## config.mk

```make
export PLATFORM = sky130hd
export DESIGN_NAME = bkpt_unit
export DESIGN_NICKNAME = d
export VERILOG_FILES = /design/src/rtl/bkpt_pkg.sv /design/src/rtl/bkpt_cmp_bank.sv /design/src/rtl/bkpt_prio_enc.sv /design/src/rtl/bkpt_tag_pipe.sv /design/src/rtl/bkpt_unit.sv
export SDC_FILE = /design/constraint.sdc
export NUM_CORES = 1
export LEC_CHECK = 0
export BUFFER_PORTS_ARGS = -buffer_cell sky130_fd_sc_hd__buf_2
export CAP_MARGIN = 20
export CORE_UTILIZATION = 52
export DETAILED_ROUTE_END_ITERATION = 7
export HOLD_SLACK_MARGIN = 0.06
export PLACE_DENSITY = 0.82
export SLEW_MARGIN = 20
export SYNTH_ARGS = -nofsm -noshare
export SYNTH_HDL_FRONTEND = slang
export SYNTH_SLANG_ARGS = --single-unit
```

## constraint.sdc

```tcl
create_clock -name clk -period 1.5 [get_ports clk]
set_input_delay 0.15 -clock clk [delete_from_list [all_inputs] [get_ports clk]]
set_output_delay 0.15 -clock clk [all_outputs]
set_load 0.005 [all_outputs]
```

## src/rtl/bkpt_pkg.sv

```systemverilog
package bkpt_pkg;
  localparam int MAX_CMP  = 4;
  localparam int IDX_W    = 2;
  localparam int CODE_MSB = 28;            // code region: addr[31:29] == 0
  localparam logic [2:0] REG_CTRL = 3'd4;  // global enable
  localparam logic [2:0] REG_STAT = 3'd5;  // status, write 1 to clear

  typedef struct packed {
    logic             hit;
    logic [IDX_W-1:0] idx;
  } bkpt_tag_t;

  function automatic int cmp_count(input bit full);
    return full ? MAX_CMP : MAX_CMP / 2;
  endfunction
endpackage

```

## src/rtl/bkpt_cmp_bank.sv

```systemverilog
module bkpt_cmp_bank
  import bkpt_pkg::*;
#(
  parameter int NUM_CMP = 4,
  parameter int ADDR_W  = 32,
  parameter int CFG_AW  = 3
) (
  input  logic               clk,
  input  logic               rst,
  input  logic               cfg_we,
  input  logic [CFG_AW-1:0]  cfg_addr,
  input  logic [31:0]        cfg_wdata,
  input  logic               fetch_valid,
  input  logic [ADDR_W-1:0]  fetch_addr,
  output logic [NUM_CMP-1:0] match
);
  localparam int CMP_W = CODE_MSB;

  logic glob_en_q;
  logic in_code;
  logic unused_bits;

  assign in_code     = (fetch_addr[ADDR_W-1:CODE_MSB+1] == '0);
  assign unused_bits = ^{fetch_addr[0], cfg_wdata[31:CODE_MSB+1]};

  always_ff @(posedge clk) begin
    if (rst)
      glob_en_q <= 1'b0;
    else if (cfg_we && cfg_addr == CFG_AW'(REG_CTRL))
      glob_en_q <= cfg_wdata[0];
  end

  for (genvar i = 0; i < NUM_CMP; i++) begin : g_cmp
    logic             en_q;
    logic [CMP_W-1:0] val_q;

    always_ff @(posedge clk) begin
      if (rst) begin
        en_q  <= 1'b0;
        val_q <= '0;
      end else if (cfg_we && cfg_addr == CFG_AW'(i)) begin
        en_q  <= cfg_wdata[0];
        val_q <= cfg_wdata[CODE_MSB:1];
      end
    end

    assign match[i] = fetch_valid & glob_en_q & in_code & en_q &
                      (fetch_addr[CODE_MSB:1] == val_q);
  end


  code_region_chk: assert property (@(posedge clk) disable iff (rst)
    (|match) |-> (fetch_valid && fetch_addr[ADDR_W-1:CODE_MSB+1] == '0));


  glob_gate_chk: assert property (@(posedge clk) disable iff (rst)
    ($past(cfg_we && cfg_addr == CFG_AW'(REG_CTRL) && !cfg_wdata[0])) |-> (match == '0));
endmodule

```

## src/rtl/bkpt_prio_enc.sv

```systemverilog
module bkpt_prio_enc
  import bkpt_pkg::*;
#(
  parameter int N = 4
) (
  input  logic [N-1:0]     req,
  output logic             any,
  output logic [IDX_W-1:0] idx,
  output logic [N-1:0]     grant
);
  always_comb begin
    any   = |req;
    idx   = '0;
    grant = '0;
    for (int i = N - 1; i >= 0; i--) begin
      if (req[i]) begin
        idx      = IDX_W'(i);
        grant    = '0;
        grant[i] = 1'b1;
      end
    end
  end
endmodule

```

## src/rtl/bkpt_tag_pipe.sv

```systemverilog
module bkpt_tag_pipe
  import bkpt_pkg::*;
#(
  parameter int STAGES = 2
) (
  input  logic             clk,
  input  logic             rst,
  input  bkpt_tag_t        tag_in,
  input  logic             flush,
  input  logic             exec_strobe,
  input  logic             stat_clr,
  output logic             halt_req,
  output logic             stat_valid,
  output logic [IDX_W-1:0] stat_idx
);
  localparam int LAST = STAGES - 1;

  bkpt_tag_t stage_q [STAGES];
  logic      fire;

  assign fire = exec_strobe & ~flush & stage_q[LAST].hit;

  always_ff @(posedge clk) begin
    if (rst || flush) begin
      for (int k = 0; k < STAGES; k++) stage_q[k] <= '0;
    end else begin
      stage_q[0] <= tag_in;
      for (int k = 1; k < STAGES; k++) stage_q[k] <= stage_q[k-1];
    end
  end

  always_ff @(posedge clk) begin
    if (rst) begin
      halt_req   <= 1'b0;
      stat_valid <= 1'b0;
      stat_idx   <= '0;
    end else begin
      halt_req <= fire;
      if (fire) begin
        stat_valid <= 1'b1;
        stat_idx   <= stage_q[LAST].idx;
      end else if (stat_clr) begin
        stat_valid <= 1'b0;
      end
    end
  end


  flush_drop_chk: assert property (@(posedge clk) disable iff (rst)
    $past(flush) |-> (!stage_q[0].hit && !stage_q[LAST].hit));


  halt_exec_chk: assert property (@(posedge clk) disable iff (rst)
    halt_req |-> ($past(exec_strobe) && !$past(flush)));


  stat_on_halt_chk: assert property (@(posedge clk) disable iff (rst)
    halt_req |-> stat_valid);
endmodule

```

## src/rtl/bkpt_unit.sv

```systemverilog
module bkpt_unit
  import bkpt_pkg::*;
#(
  parameter bit FULL_CFG    = 1'b1,
  parameter int ADDR_W      = 32,
  parameter int CFG_AW      = 3,
  parameter int PIPE_STAGES = 2
) (
  input  logic              clk,
  input  logic              rst,
  input  logic              cfg_we,
  input  logic [CFG_AW-1:0] cfg_addr,
  input  logic [31:0]       cfg_wdata,
  input  logic              fetch_valid,
  input  logic [ADDR_W-1:0] fetch_addr,
  input  logic              exec_strobe,
  input  logic              flush,
  output logic              halt_req,
  output logic              stat_valid,
  output logic [IDX_W-1:0]  stat_idx
);
  localparam int NUM_CMP = cmp_count(FULL_CFG);

  logic [NUM_CMP-1:0] match;
  logic [NUM_CMP-1:0] grant;
  logic               hit_any;
  logic [IDX_W-1:0]   hit_idx;
  bkpt_tag_t          fetch_tag;
  logic               stat_clr;

  bkpt_cmp_bank #(
    .NUM_CMP(NUM_CMP),
    .ADDR_W (ADDR_W),
    .CFG_AW (CFG_AW)
  ) u_bank (
    .clk        (clk),
    .rst        (rst),
    .cfg_we     (cfg_we),
    .cfg_addr   (cfg_addr),
    .cfg_wdata  (cfg_wdata),
    .fetch_valid(fetch_valid),
    .fetch_addr (fetch_addr),
    .match      (match)
  );

  bkpt_prio_enc #(.N(NUM_CMP)) u_prio (
    .req  (match),
    .any  (hit_any),
    .idx  (hit_idx),
    .grant(grant)
  );

  assign fetch_tag = '{hit: hit_any, idx: hit_idx};
  assign stat_clr  = cfg_we & (cfg_addr == CFG_AW'(REG_STAT)) & cfg_wdata[0];

  bkpt_tag_pipe #(.STAGES(PIPE_STAGES)) u_pipe (
    .clk        (clk),
    .rst        (rst),
    .tag_in     (fetch_tag),
    .flush      (flush),
    .exec_strobe(exec_strobe),
    .stat_clr   (stat_clr),
    .halt_req   (halt_req),
    .stat_valid (stat_valid),
    .stat_idx   (stat_idx)
  );


  grant_onehot_chk: assert property (@(posedge clk) disable iff (rst)
    $onehot0(grant) && (hit_any == (match != '0)));


  grant_lowest_chk: assert property (@(posedge clk) disable iff (rst)
    hit_any |-> ((match & (grant - 1'b1)) == '0));


  reset_quiet_chk: assert property (@(posedge clk)
    $past(rst) |-> (!halt_req && !stat_valid));
endmodule

```

== Word-level counts from Yosys, hierarchy flattened ==
Memory sizes are Yosys's and may differ from the RTL's.
Cells that the tools add are included.
Word-level totals
  flip-flop bits (word level): 121
  bits in writable memories: 6
  input bits: 73
  output and inout port bits: 4
  logic and storage cells: 60
  memories kept: 1
Cells by class
  equality and inequality tests: 9
  mux-type cells: 11
  bitwise gates (word level): 17
  reductions and logical operators: 10
Memory list
  u_pipe.stage_q: depth 2, bits a word 3, read ports 2, clocked after Yosys merged registers in 0, wr ports 2, line bkpt_tag_pipe.sv:18  | bkpt_tag_t stage_q [STAGES];
Operator list (number)
  $eq A28 B28 Y1: 4
  $and A1 B1 Y1: 14
  $mux W2: 4
  $eq A3 B2 Y1 const B: 2
  $eq A3 B3 Y1 const B: 2
  $logic_not A3 Y1: 2
  $mux W3: 2
  $logic_and A1 B1 Y1: 5
  $mux W1: 5
  $reduce_or A4 Y1: 1
  $eq A3 B1 Y1 const B: 1
  $or A1 B1 Y1: 2
  $reduce_bool A2 Y1: 1
  $logic_or A1 B1 Y1: 1
  $not A1 Y1: 1

== Logic depth before layout (Yosys ltp) ==
  depth in word-level cells: 9
  gate-level depth with buffers: 7
  gate-level depth less buffers: 5

== Cells and area by module ==
Synthesis repeated with hierarchy kept, for this count alone.
Second synthesis, totals
  cells, all modules: 717
  area, all modules: 5719.2 um^2
By module, submodules not included
  bkpt_cmp_bank: times used 1, cells an instance 675, area an instance 5323.9 um^2, sequential area each 2342.2 um^2
  bkpt_tag_pipe: times used 1, cells an instance 28, area an instance 319.1 um^2, sequential area each 200.2 um^2
  bkpt_prio_enc: times used 1, cells an instance 11, area an instance 61.3 um^2, sequential area each 0.0 um^2
  bkpt_unit: times used 1, cells an instance 3, area an instance 15.0 um^2, sequential area each 0.0 um^2

== Worst setup path before layout ==
OpenSTA, ideal clock, no wires.
  path type: flip-flop to flip-flop
  from: register u_bank.g_cmp[1].val_q[11]
  to: memory u_pipe.stage_q[0][2] (netlist bit)
  library setup time: 0.077 ns
  arrival: 1.549 ns
  required time: 1.423 ns
  path slack: -0.126 ns
  stages on the path, launching flop included: 6
  buffers on the path: 0
  period minus slack after synthesis: 1.626 ns
  cells stage by stage: dfxtp_1 xor2_1 or4_1 nor4_2 nand4_1 a41oi_2
RTL lines
  start: declaration: line bkpt_cmp_bank.sv:35  | logic [CMP_W-1:0] val_q;
  start signal: assignment: line bkpt_cmp_bank.sv:43  | val_q <= cfg_wdata[CODE_MSB:1];
  end: declaration: line bkpt_tag_pipe.sv:18

==> summary.txt <==
outcome: finished with violations
failing checks: negative setup slack
Post-synth EDFFs: 0
Max Slew Vio Count: 0
adder-cell share of the synthesized area: 0%
unrepaired setup endpoints after global routing: yes
DR iter-0 viols: 488
largest family of logic cells by synthesized area: simple AND/OR/NAND/NOR gates
GRT Overall Usage: 32.98%
Worst Tran Pin Value: 0.5746 ns
top-area cell type share of the netlist area: 44.62%
synthesized flop and latch total: 127
CP startpoint: u_bank.glob_en_q
Async S/R FF share, synth: 0%
CTS root buf: clkbuf_8
largest area contributor in the netlist: dfxtp_1
Netlist cell types: 33
CTS H-tree depth: 4
Worst Reg-to-Reg Cells: 5
Num CTS Buffers: 17
final wirelength: 18,360 µm
Worst-path clk slew: 0.06 ns
total power: 0.008594 W
critical path, cell by cell: inv_1 -> nor3_2 -> nand4_1 -> or3_4 -> a211oi_2
antenna diode count: 0
crit start category: flip-flop
post-synthesis simple-gate area fraction: 23.69%
maxcap violations: 0
setup ws final: -0.3189 ns
total gr overflow: 0
die area: 11,380 µm²
Hold Path Depth: 4
Worst setup EP type: flip-flop
Crit Path Max Fanout: 4
HP Class: in2reg
area grow syn2layout: 32.74%
hold_sp: cfg_addr[0]
CTS tree: built
Worst-Skew Late Latency: 0.52 ns
Via Count: 5,722
hpwl dp: 11,480 µm
initial antenna violation count: 0
Wirelength per Cell: 18.53 µm
Die H: 106.7 µm
IO Port Bufs: 72
CORE AREA: 10,460 µm²
FP Rows: 37
TritonRoute pass-1 iters: 5
most frequent cells after synthesis: 239 x nand2_1, 127 x dfxtp_1, 118 x a21oi_1
Max VDD drop: 0.0008689 V
CTS sink cnt: 127
post-synthesis mux area share: 0.5270%
setup_tns: -0.7569 ns
Power Density: 1136 nW/µm²
vias in the first global route: 5,649
final hold vios: 0
CP arrival: 2.24 ns
Antenna Nets Post-Route: 0
Clock Path Buffers: 2
post-route minimum period: 1.819 ns
Crit-path slowest cell: or3_4
Mapped Nets: 782
first-pass GRT wire length: 28,230 µm
sequential element share of the synthesized area: 44.62%
vias per std cell: 5.774
xor/xnor cell area share of the yosys netlist: 17.22%
nets@finish: 915
Final Cycle Share: 121.3%
ranking of synthesized cells by area: dfxtp_1 45%, nand2_1 16%, a21oi_1 10%
reg2reg start: u_bank.glob_en_q
most frequent cell after synthesis: nand2_1
Worst Skew: 0.006041 ns
Synth Cell Area: 5698 µm²
Max Freq: 549.8 MHz
predominant post-synthesis flop cell: dfxtp_1
final setup fails: 3
YS warnings: 0
Critical Path RT: 1.92 ns
chip width: 106.7 µm
pin count of the biggest net entering global routing: 89
Post-Syn Instances: 709
Mapped Avg Cell Area: 8.037 µm²
fraction of layout cells with a size suffix above 1: 20.35%
Rel. slew slack: 61.55%
DP Area: 6497 µm²
Initial Utilization: 54.46%
gp weighted congestion: 0.8730
fin area: 7564 µm²
DRC: 0
Max stage delay on crit path: 0.43 ns
Crit Path Category: reg2reg
Synth Area in Compound Gates: 11.24%
leak pwr: 2.906 nW
top-level port count: 77
## metal layers
metal / vias up / global-route usage [%] / part of all wire (%)
li1: 2589 / - / -
met1: 2735 / 37.39 / 38
met2: 330 / 55.85 / 48
met3: 68 / 9.666 / 9.8
met4: 0 / 17.42 / 4.2
met5: - / 0 / 0
## cell usage in the layout (no fill, tap or decap), types with 2 or more instances in the layout
master / synthesis / routed
nor4_2: 4 / 7
nand2_1: 239 / 239
clkbuf_1: 33 / 5
xor2_2: 0 / 3
nor3_1: 3 / 2
and2_1: 4 / 4
bufinv_16: 0 / 4
nor4_4: 2 / 3
buf_4: 0 / 40
dlygate4sd3_1: 0 / 34
nand4_1: 14 / 14
inv_1: 2 / 2
dfxtp_1: 127 / 122
xor2_1: 67 / 64
clkbuf_16: 0 / 16
or4_1: 2 / 2
or3_4: 0 / 2
nor4_1: 12 / 8
nand2b_1: 2 / 2
or2_1: 2 / 2
nand3_1: 4 / 4
buf_2: 3 / 71
mux2i_1: 3 / 3
nor2_1: 6 / 5
clkbuf_8: 0 / 2
nand3b_1: 2 / 2
clkinv_4: 0 / 3
buf_12: 0 / 6
dfxtp_2: 0 / 5
and3_1: 2 / 2
a21oi_1: 118 / 118
xnor2_1: 45 / 45
## stage by stage
step                hold WS [ns]  instances  utilization [%]  setup slack [ns]
floorplan                 0.2860        709                -           0.01117
global placement          0.3953        923            62.10           -0.3731
detailed placement        0.4018        923            62.10           -0.4541
CTS                       0.1281        990            71.84           -0.2542
global route              0.1653        991            72.29           -0.3598
finish                    0.1360        991            72.29           -0.3189
## path summary, 6_finish.rpt
| kind | end | slack (ns) |
|---|---|---|
| setup / recovery | u_pipe.stage_q[0][1] | -0.32 |
| hold / removal | u_pipe.stat_valid | 0.14 |
| setup reg to reg | u_pipe.stage_q[0][1] | -0.32 |
| hold reg to reg | u_pipe.stage_q[0][3] | 0.44 |
## flip-flops by register name, indices dropped and copies added, names as in the netlist
| signal | count |
|---|---|
| u_bank.g_cmp.val_q | 112 |
| u_pipe.stage_q | 6 |
| u_bank.g_cmp.en_q | 4 |
| u_pipe.stat_idx | 2 |
| u_bank.glob_en_q | 1 |
| u_pipe.halt_req | 1 |
| u_pipe.stat_valid | 1 |
## critical path, delay by kind of cell (launching register included)
| family | cells | cell delay [ns] |
|---|---|---|
| AO/OA/AOI/OAI | 1 | 0.25 |
| buffers and inverters | 1 | 0.08 |
| flip-flops | 1 | 0.41 |
| AND/OR/NAND/NOR | 3 | 0.98 |
## final cells by class
type / count / area, µm²
well taps: 136 / 170.2
multi-input cells: 542 / 3104
fillers: 758 / 2899
clock buffers: 23 / 446.7
clock inverters: 9 / 158.9
inverters: 2 / 7.507
repair buffers: 152 / 1127
flip-flops and latches: 127 / 2549
## report_power, final
group          total, W  switching, W  internal (W)
sequential      0.00349     0.0000481       0.00344
clock           0.00424       0.00149       0.00275
combinational  0.000869      0.000497      0.000372
## logic make-up (layout without fill, tap and decap cells)
kind of cell	count (synthesis)	in the layout
and+or+nand+nor	304	304
buffers and inverters	40	186
xor gates and xnor gates	112	112
muxes	3	3
DFF	127	127
AOI/OAI and AO/OA	123	123
## what timing repair did
item,4_1_cts,5_1_grt
buffers inserted,1,1
endpoints found under the hold margin,123,0
pin swaps,14,6
endpoints found under the setup margin,3,81
hold buffers,34,0
resized for setup,14,7
Note: power is estimated with default switching activity, not from simulation.
